### config.mk
export PLATFORM = sky130hd
export DESIGN_NAME = regpkt_responder
export DESIGN_NICKNAME = d
export VERILOG_FILES = /design/src/rtl/regpkt_pkg.sv /design/src/rtl/regpkt_crc8_acc.sv /design/src/rtl/regpkt_regfile.sv /design/src/rtl/regpkt_responder.sv
export SDC_FILE = /design/constraint.sdc
export NUM_CORES = 2
export LEC_CHECK = 0
export BUFFER_PORTS_ARGS = -buffer_cell sky130_fd_sc_hd__buf_2
export CAP_MARGIN = 20
export CORE_MARGIN = 2
export CORE_UTILIZATION = 45
export DETAILED_ROUTE_END_ITERATION = 8
export HOLD_SLACK_MARGIN = 0.06
export PLACE_DENSITY = 0.66
export REMOVE_ABC_BUFFERS = 1
export SLEW_MARGIN = 30
export SYNTH_ARGS = -nofsm -noshare
export SYNTH_HDL_FRONTEND = slang
export SYNTH_SLANG_ARGS = --single-unit
### constraint.sdc
create_clock -name clk -period 5.76 [get_ports clk]
set_input_delay 1.44 -clock clk [delete_from_list [all_inputs] [get_ports clk]]
set_output_delay 1.44 -clock clk [all_outputs]
set_load 0.01 [all_outputs]
### src/rtl/regpkt_pkg.sv
package regpkt_pkg;

    // request opcodes (header bits 7:6)
    localparam logic [1:0] OP_READ  = 2'b00;
    localparam logic [1:0] OP_WRITE = 2'b01;

    // reply status codes (header bits 7:6)
    localparam logic [1:0] ST_OK      = 2'b00;
    localparam logic [1:0] ST_CORRUPT = 2'b01;
    localparam logic [1:0] ST_ERROR   = 2'b10;

    typedef struct packed {
        logic [1:0] code;
        logic [5:0] count;
    } hdr_t;

    typedef enum logic [2:0] {
        S_RX,
        S_CHECK,
        S_WRITE,
        S_READ,
        S_SUM,
        S_TX
    } phase_e;

    // one byte of CRC-8, polynomial x^8+x^2+x+1, MSB first
    function automatic logic [7:0] crc8_step(input logic [7:0] acc, input logic [7:0] din);
        logic [7:0] r;
        r = acc ^ din;
        for (int i = 0; i < 8; i++) begin
            r = r[7] ? ((r << 1) ^ 8'h07) : (r << 1);
        end
        return r;
    endfunction

endpackage

### src/rtl/regpkt_crc8_acc.sv
module regpkt_crc8_acc
    import regpkt_pkg::*;
(
    input  logic       clk,
    input  logic       rst,
    input  logic       clr,
    input  logic       en,
    input  logic [7:0] din,
    output logic [7:0] crc
);

    logic [7:0] crc_q;

    always_ff @(posedge clk) begin
        if (rst || clr) begin
            crc_q <= 8'h00;
        end else if (en) begin
            crc_q <= crc8_step(crc_q, din);
        end
    end

    assign crc = crc_q;

endmodule

### src/rtl/regpkt_regfile.sv
module regpkt_regfile #(
    parameter int NUM_PAGES     = 4,
    parameter int REGS_PER_PAGE = 8,
    parameter int ALARM_PAGE    = 1,
    parameter int ALARM_OFFSET  = 3,
    localparam int ENTRIES      = NUM_PAGES * REGS_PER_PAGE,
    localparam int IDX_W        = $clog2(ENTRIES)
) (
    input  logic             clk,
    input  logic             rst,
    input  logic             wr_en,
    input  logic [IDX_W-1:0] wr_idx,
    input  logic [15:0]      wr_data,
    input  logic [IDX_W-1:0] rd_idx,
    output logic [15:0]      rd_data,
    input  logic [15:0]      alarm_set
);

    localparam int ALARM_IDX = ALARM_PAGE * REGS_PER_PAGE + ALARM_OFFSET;

    logic [ENTRIES-1:0][15:0] store_w;

    for (genvar e = 0; e < ENTRIES; e++) begin : g_entry
        logic [15:0] q;
        logic        hit;
        assign hit = wr_en && (wr_idx == IDX_W'(e));

        if (e == ALARM_IDX) begin : g_alarm
            // latch on events, write-one-to-clear from the protocol side
            always_ff @(posedge clk) begin
                if (rst) begin
                    q <= 16'h0000;
                end else begin
                    q <= (hit ? (q & ~wr_data) : q) | alarm_set;
                end
            end
        end else begin : g_plain
            always_ff @(posedge clk) begin
                if (rst) begin
                    q <= 16'h0000;
                end else if (hit) begin
                    q <= wr_data;
                end
            end
        end

        assign store_w[e] = q;
    end

    assign rd_data = store_w[rd_idx];

endmodule

### src/rtl/regpkt_responder.sv
module regpkt_responder
    import regpkt_pkg::*;
#(
    parameter int NUM_PAGES     = 4,
    parameter int REGS_PER_PAGE = 8,
    parameter int MAX_REGS      = 32,
    parameter int ALARM_PAGE    = 1,
    parameter int ALARM_OFFSET  = 3
) (
    input  logic        clk,
    input  logic        rst,
    input  logic [7:0]  rx_byte,
    input  logic        rx_valid,
    output logic        rx_ready,
    output logic [7:0]  tx_byte,
    output logic        tx_valid,
    input  logic        tx_ready,
    input  logic [15:0] alarm_set
);

    localparam int ENTRIES = NUM_PAGES * REGS_PER_PAGE;
    localparam int IDX_W   = $clog2(ENTRIES);
    localparam int BUF_AW  = $clog2(MAX_REGS);

    phase_e      state_q;
    hdr_t        hdr_q;
    logic [7:0]  crc_in_q;
    logic [7:0]  page_q;
    logic [7:0]  off_q;
    logic [7:0]  rx_idx_q;
    logic [7:0]  tx_idx_q;
    logic [5:0]  widx_q;
    logic [1:0]  rcode_q;
    logic [5:0]  rcount_q;
    logic [15:0] buf_q [MAX_REGS];

    logic        rx_fire, tx_fire;
    logic [7:0]  rx_end, tx_end;
    logic        rx_last, tx_last, widx_last;
    logic        rx_in_buf;
    logic [BUF_AW-1:0] rx_slot, tx_slot;
    logic [7:0]  rx_sum, tx_sum, rx_crc_din, tx_src;
    logic        crc_ok, req_ok;
    logic [8:0]  span;
    logic [IDX_W-1:0] reg_idx;
    logic        rf_wr_en;
    logic [15:0] rf_rdata;

    // ---------------- handshakes and packet extents ----------------
    assign rx_ready = (state_q == S_RX);
    assign tx_valid = (state_q == S_TX);
    assign rx_fire  = rx_valid && rx_ready;
    assign tx_fire  = tx_valid && tx_ready;

    assign rx_end  = 8'd3 + ((hdr_q.code == OP_WRITE) ? {1'b0, hdr_q.count, 1'b0} : 8'd0);
    assign rx_last = (rx_idx_q >= 8'd3) && (rx_idx_q == rx_end);
    assign tx_end  = 8'd3 + {1'b0, rcount_q, 1'b0};
    assign tx_last = (tx_idx_q == tx_end);
    assign widx_last = (widx_q == hdr_q.count - 6'd1);

    assign rx_in_buf = ((rx_idx_q - 8'd4) >> 1) < 8'(MAX_REGS);
    assign rx_slot   = BUF_AW'((rx_idx_q - 8'd4) >> 1);
    assign tx_slot   = BUF_AW'((tx_idx_q - 8'd4) >> 1);

    // ---------------- request validation ----------------
    assign span   = {1'b0, off_q} + {3'b000, hdr_q.count};
    assign crc_ok = (rx_sum == crc_in_q);
    assign req_ok = ((hdr_q.code == OP_READ) || (hdr_q.code == OP_WRITE))
                 && (hdr_q.count <= 6'(MAX_REGS))
                 && (page_q < 8'(NUM_PAGES))
                 && (span <= 9'(REGS_PER_PAGE));

    assign reg_idx = IDX_W'(16'(page_q) * 16'(REGS_PER_PAGE) + 16'(off_q) + 16'(widx_q));
    assign rf_wr_en = (state_q == S_WRITE);

    // ---------------- CRC accumulators ----------------
    assign rx_crc_din = (rx_idx_q == 8'd1) ? 8'h00 : rx_byte;

    regpkt_crc8_acc u_rx_crc (
        .clk (clk),
        .rst (rst),
        .clr (tx_fire && tx_last),
        .en  (rx_fire),
        .din (rx_crc_din),
        .crc (rx_sum)
    );

    regpkt_crc8_acc u_tx_crc (
        .clk (clk),
        .rst (rst),
        .clr (state_q == S_CHECK),
        .en  (state_q == S_SUM),
        .din (tx_src),
        .crc (tx_sum)
    );

    // ---------------- register storage ----------------
    regpkt_regfile #(
        .NUM_PAGES     (NUM_PAGES),
        .REGS_PER_PAGE (REGS_PER_PAGE),
        .ALARM_PAGE    (ALARM_PAGE),
        .ALARM_OFFSET  (ALARM_OFFSET)
    ) u_regfile (
        .clk       (clk),
        .rst       (rst),
        .wr_en     (rf_wr_en),
        .wr_idx    (reg_idx),
        .wr_data   (buf_q[widx_q[BUF_AW-1:0]]),
        .rd_idx    (reg_idx),
        .rd_data   (rf_rdata),
        .alarm_set (alarm_set)
    );

    // ---------------- reply byte source ----------------
    always_comb begin
        case (tx_idx_q)
            8'd0:    tx_src = {rcode_q, rcount_q};
            8'd1:    tx_src = 8'h00;
            8'd2:    tx_src = page_q;
            8'd3:    tx_src = off_q;
            default: tx_src = tx_idx_q[0] ? buf_q[tx_slot][15:8] : buf_q[tx_slot][7:0];
        endcase
    end

    assign tx_byte = (tx_idx_q == 8'd1) ? tx_sum : tx_src;

    // ---------------- word buffer ----------------
    always_ff @(posedge clk) begin
        if (rx_fire && (rx_idx_q >= 8'd4) && rx_in_buf) begin
            if (rx_idx_q[0]) begin
                buf_q[rx_slot][15:8] <= rx_byte;
            end else begin
                buf_q[rx_slot][7:0] <= rx_byte;
            end
        end
        if (state_q == S_READ) begin
            buf_q[widx_q[BUF_AW-1:0]] <= rf_rdata;
        end
    end

    // ---------------- sequencer ----------------
    always_ff @(posedge clk) begin
        if (rst) begin
            state_q  <= S_RX;
            hdr_q    <= '0;
            crc_in_q <= 8'h00;
            page_q   <= 8'h00;
            off_q    <= 8'h00;
            rx_idx_q <= 8'd0;
            tx_idx_q <= 8'd0;
            widx_q   <= 6'd0;
            rcode_q  <= ST_OK;
            rcount_q <= 6'd0;
        end else begin
            case (state_q)
                S_RX: begin
                    if (rx_fire) begin
                        case (rx_idx_q)
                            8'd0:    hdr_q    <= hdr_t'(rx_byte);
                            8'd1:    crc_in_q <= rx_byte;
                            8'd2:    page_q   <= rx_byte;
                            8'd3:    off_q    <= rx_byte;
                            default: ;
                        endcase
                        if (rx_last) begin
                            rx_idx_q <= 8'd0;
                            state_q  <= S_CHECK;
                        end else begin
                            rx_idx_q <= rx_idx_q + 8'd1;
                        end
                    end
                end
                S_CHECK: begin
                    widx_q   <= 6'd0;
                    tx_idx_q <= 8'd0;
                    rcount_q <= 6'd0;
                    if (!crc_ok) begin
                        rcode_q <= ST_CORRUPT;
                        state_q <= S_SUM;
                    end else if (!req_ok) begin
                        rcode_q <= ST_ERROR;
                        state_q <= S_SUM;
                    end else begin
                        rcode_q <= ST_OK;
                        if (hdr_q.count == 6'd0) begin
                            state_q <= S_SUM;
                        end else if (hdr_q.code == OP_WRITE) begin
                            state_q <= S_WRITE;
                        end else begin
                            rcount_q <= hdr_q.count;
                            state_q  <= S_READ;
                        end
                    end
                end
                S_WRITE, S_READ: begin
                    widx_q <= widx_q + 6'd1;
                    if (widx_last) begin
                        state_q <= S_SUM;
                    end
                end
                S_SUM: begin
                    if (tx_last) begin
                        tx_idx_q <= 8'd0;
                        state_q  <= S_TX;
                    end else begin
                        tx_idx_q <= tx_idx_q + 8'd1;
                    end
                end
                S_TX: begin
                    if (tx_fire) begin
                        if (tx_last) begin
                            tx_idx_q <= 8'd0;
                            state_q  <= S_RX;
                        end else begin
                            tx_idx_q <= tx_idx_q + 8'd1;
                        end
                    end
                end
                default: state_q <= S_RX;
            endcase
        end
    end

endmodule

==> results.py <==
metrics = {
    "synth": {
        "ys_types": 83,
        "synth_area_sq_um": 51600,
        "syn_area_per_cell_sq_um": 12.2,
        "synth_top_cell_by_area": "edfxtp_1",
        "yosys.area_share.adder": 0.00869,
        "syn_inst": 4209,
        "ys_ff_latch": 1110,
        "ys.flop_type": "dfxtp_1",
        "post_synth_and_or_nand_nor_area_fraction": 0.130,
        "async_reset_ff_frac": 0,
        "synth_area_leaders": "edfxtp_1 (30%), dfxtp_1 (23%), mux4_2 (19%)",
        "synth_edf_count": 512,
        "synth_top_family_by_area": "multiplexers",
        "synth_top_area_frac": 0.298,
        "ys_seq_area_frac": 0.530,
        "synth_mux_area_frac": 0.244,
        "yosysWarnings": 0,
        "synth-xor-area-share": 0.0179,
        "synth_compound_area_frac": 0.0400,
    },
    "sta": {
        "maxSlewHeadroom": 0.277,
        "worstMarginPinSlew_ps": 1080,
        "rsz0062_at_grt": "false",
        "timing_hold_violations_final": 0,
        "period_minus_slack_ps": 5660,
        "post-route-period-util": 0.983,
        "fin_hold_ws_ps": 447,
        "drv_slew": 0,
        "setup_viol": 0,
        "fin_skew_ps": 32.9,
        "timing.fmax_mhz": 177,
    },
    "place": {
        "placed_cells": 5532,
        "io_buffers": 37,
        "gp_congestion": 0.895,
        "dp_hpwl_microns": 95300,
    },
    "routing": {
        "via_per_inst": 6.10,
        "vias": 35091,
        "drc": 0,
        "drt_iter0_markers": 3950,
        "wire_per_inst_microns": 25.3,
        "drt_pass1_iterations": 6,
        "routed_wl_microns": 146000,
        "ant_nets": 0,
    },
    "cells_and_area": {
        "drive_gt1_frac": 0.209,
        "syn2layout_area_growth_pct": 11.6,
        "nets": 4200,
        "antennaDiodeCount": 0,
        "final_core_util": 0.505,
        "final_cells": 5751,
    },
    "power_and_ir_drop": {
        "fin_total_pwr_uw": 18000,
        "p_seq_frac": 0.470,
        "peakVddDrop_uv": 255,
        "power_density_nw_per_um2": 312,
        "comb_power_share": 0.090,
        "internal-power_uw": 13600,
        "p_clk_frac": 0.439,
        "leakage_uw": 0.0183,
        "p_sw_frac": 0.244,
        "switching_power_uw": 4390,
    },
    "floorplan": {
        "die-area_sq_um": 117000,
        "fp.dieW_microns": 342,
        "io_pins": 38,
        "dieHeight_microns": 342,
        "rows": 124,
        "start_util": 0.452,
        "coreArea_sq_um": 114000,
    },
    "setup_path": {
        "end_kind": "output pin",
        "cp.required_ps": 4320,
        "cp_max_fo": 10,
        "arrival_ps": 4220,
        "cp-start-kind": "register",
        "critPathKind": "register to output pin",
    },
    "clocking": {
        "cts.sinks": 1110,
        "cts_root_buf": "clkbuf_16",
        "cts.htree.levels": 3,
        "ctsLongestPathBuffers": 3,
        "cts_buffers": 115,
        "cts_tree": "built",
        "insertion_delay_ps": 740,
        "path_clk_slew_ps": 60,
    },
    "global_route": {
        "use_met2": 0.392,
        "grt_remaining_overflow": 0,
        "grt_pass1_wl_microns": 220000,
        "antenna_found_initial": 0,
        "grt_max_degree": 200,
        "met1_usage": 0.342,
        "grt_usage": 0.248,
        "first_global_vias": 33891,
        "grt_use_met3": 0.0475,
        "busiest_layer": "met2",
    },
    "job": {
        "cap_violations": 0,
    },
    "status": {
        "status": "finished clean",
    },
    "hold_path": {
        "hp-class": "register to register",
    },
}
## power groups by stage
stage | logic, uW | clock network [uW] | registers, uW
finish | 1620 | 7900 | 8460
global route | 1760 | 8290 | 8470
CTS | 1610 | 7980 | 8460
detailed placement | 1600 | 0 | 8630
global placement | 1590 | 0 | 8630
floorplan | 1090 | 0 | 8620
## layer usage
metal | vias up | wire length, microns
li1 | 15383 | -
met1 | 17765 | 58500
met2 | 1652 | 68200
met3 | 291 | 13000
met4 | 0 | 6060
met5 | - | 0
## cell usage after synthesis (all sizes together), types with 10 or more instances
| master | number |
|---|---|
| nor3 | 237 |
| ha | 31 |
| a22o | 10 |
| nand2 | 385 |
| edfxtp | 512 |
| o21ai | 25 |
| dfxtp | 598 |
| xor2 | 34 |
| nand4 | 14 |
| mux4 | 451 |
| nand2b | 15 |
| a21oi | 213 |
| nor2 | 778 |
| a21o | 10 |
| a22oi | 15 |
| mux2 | 20 |
| xnor2 | 63 |
| nand3 | 94 |
| and3 | 11 |
| mux2i | 212 |
| buf | 82 |
| inv | 16 |
| clkbuf | 256 |
## placed cells by master (no fill, tap or decap), types with 17 or more instances in the layout
master / count
nor2_1: 742
dfxtp_1: 591
edfxtp_1: 512
mux4_2: 433
nand2_1: 384
nor3_1: 235
mux2i_1: 212
a21oi_1: 195
clkbuf_16: 116
buf_4: 98
nand3_1: 94
xnor2_1: 58
buf_2: 36
nor2_2: 34
xor2_1: 32
ha_1: 29
o21ai_0: 23
clkbuf_1: 21
clkinv_2: 20
mux2_2: 19
bufinv_16: 17
## worst max-delay path, cell delays in order, from the launching register on
cell	delay (ps)
dfxtp_1	510
inv_1	150
ha_1	320
clkinv_1	400
buf_4	380
nand3_1	90
nand4_1	170
o311ai_0	600
nor3_1	220
nor2b_1	360
a21oi_1	110
buf_2	160
## flip-flops by register name (all words and copies together) (netlist names), 8 cells and up, named ones only
| name | flops |
|---|---|
| buf_q | 512 |
| crc_in_q | 8 |
| hdr_q | 8 |
| off_q | 8 |
| page_q | 8 |
| rx_idx_q | 8 |
| tx_idx_q | 8 |
| u_regfile.g_entry.q | 512 |
| u_rx_crc.crc | 8 |
| u_tx_crc.crc | 8 |
## metrics by stage
step	setup TNS, ps	setup WS, ps	instance area [sq um]
6_report	0	101	57600
2_1_floorplan	-1721790	-4120	50100
5_1_grt	0	6.27	57600
3_3_place_gp	0	683	53400
4_1_cts	0	62.4	57500
3_5_place_dp	0	667	53400
## cell families after synthesis
| kind of cell | Yosys count |
|---|---|
| xor+xnor | 99 |
| compound gates | 339 |
| simple gates | 1589 |
| flops | 1110 |
| buf+inv | 355 |
| fa+ha+maj | 34 |
| mux | 683 |
## final cells by class
class	count	area (sq um)
clock buffers	150	3150
clock inverters	68	883
fillers	9691	56500
inverters	17	63.8
multi-input cells	2744	23000
flip-flops and latches	1110	27400
well taps	1512	1890
repair buffers	150	1220
## worst paths after layout
check	from	cells past startpoint	slack (ps)	end
worst max register to register	widx_q[3]	8	1450	buf_q[13][4]
worst min-delay path	u_regfile.g_entry[7].q[5]	2	450	u_regfile.g_entry[7].q[5]
worst min register to register	u_regfile.g_entry[7].q[5]	2	450	u_regfile.g_entry[7].q[5]
worst max-delay path	tx_idx_q[3]	11	100	tx_byte[3]
## repair_timing
item | 4_1_cts | 5_1_grt
hold buffers | 0 | 0
hold endpoints to repair | 0 | 0
setup endpoints to repair | 3 | 3
resized for setup | 4 | 4
buffers inserted | 1 | 0
(Power assumes the default switching activity.)
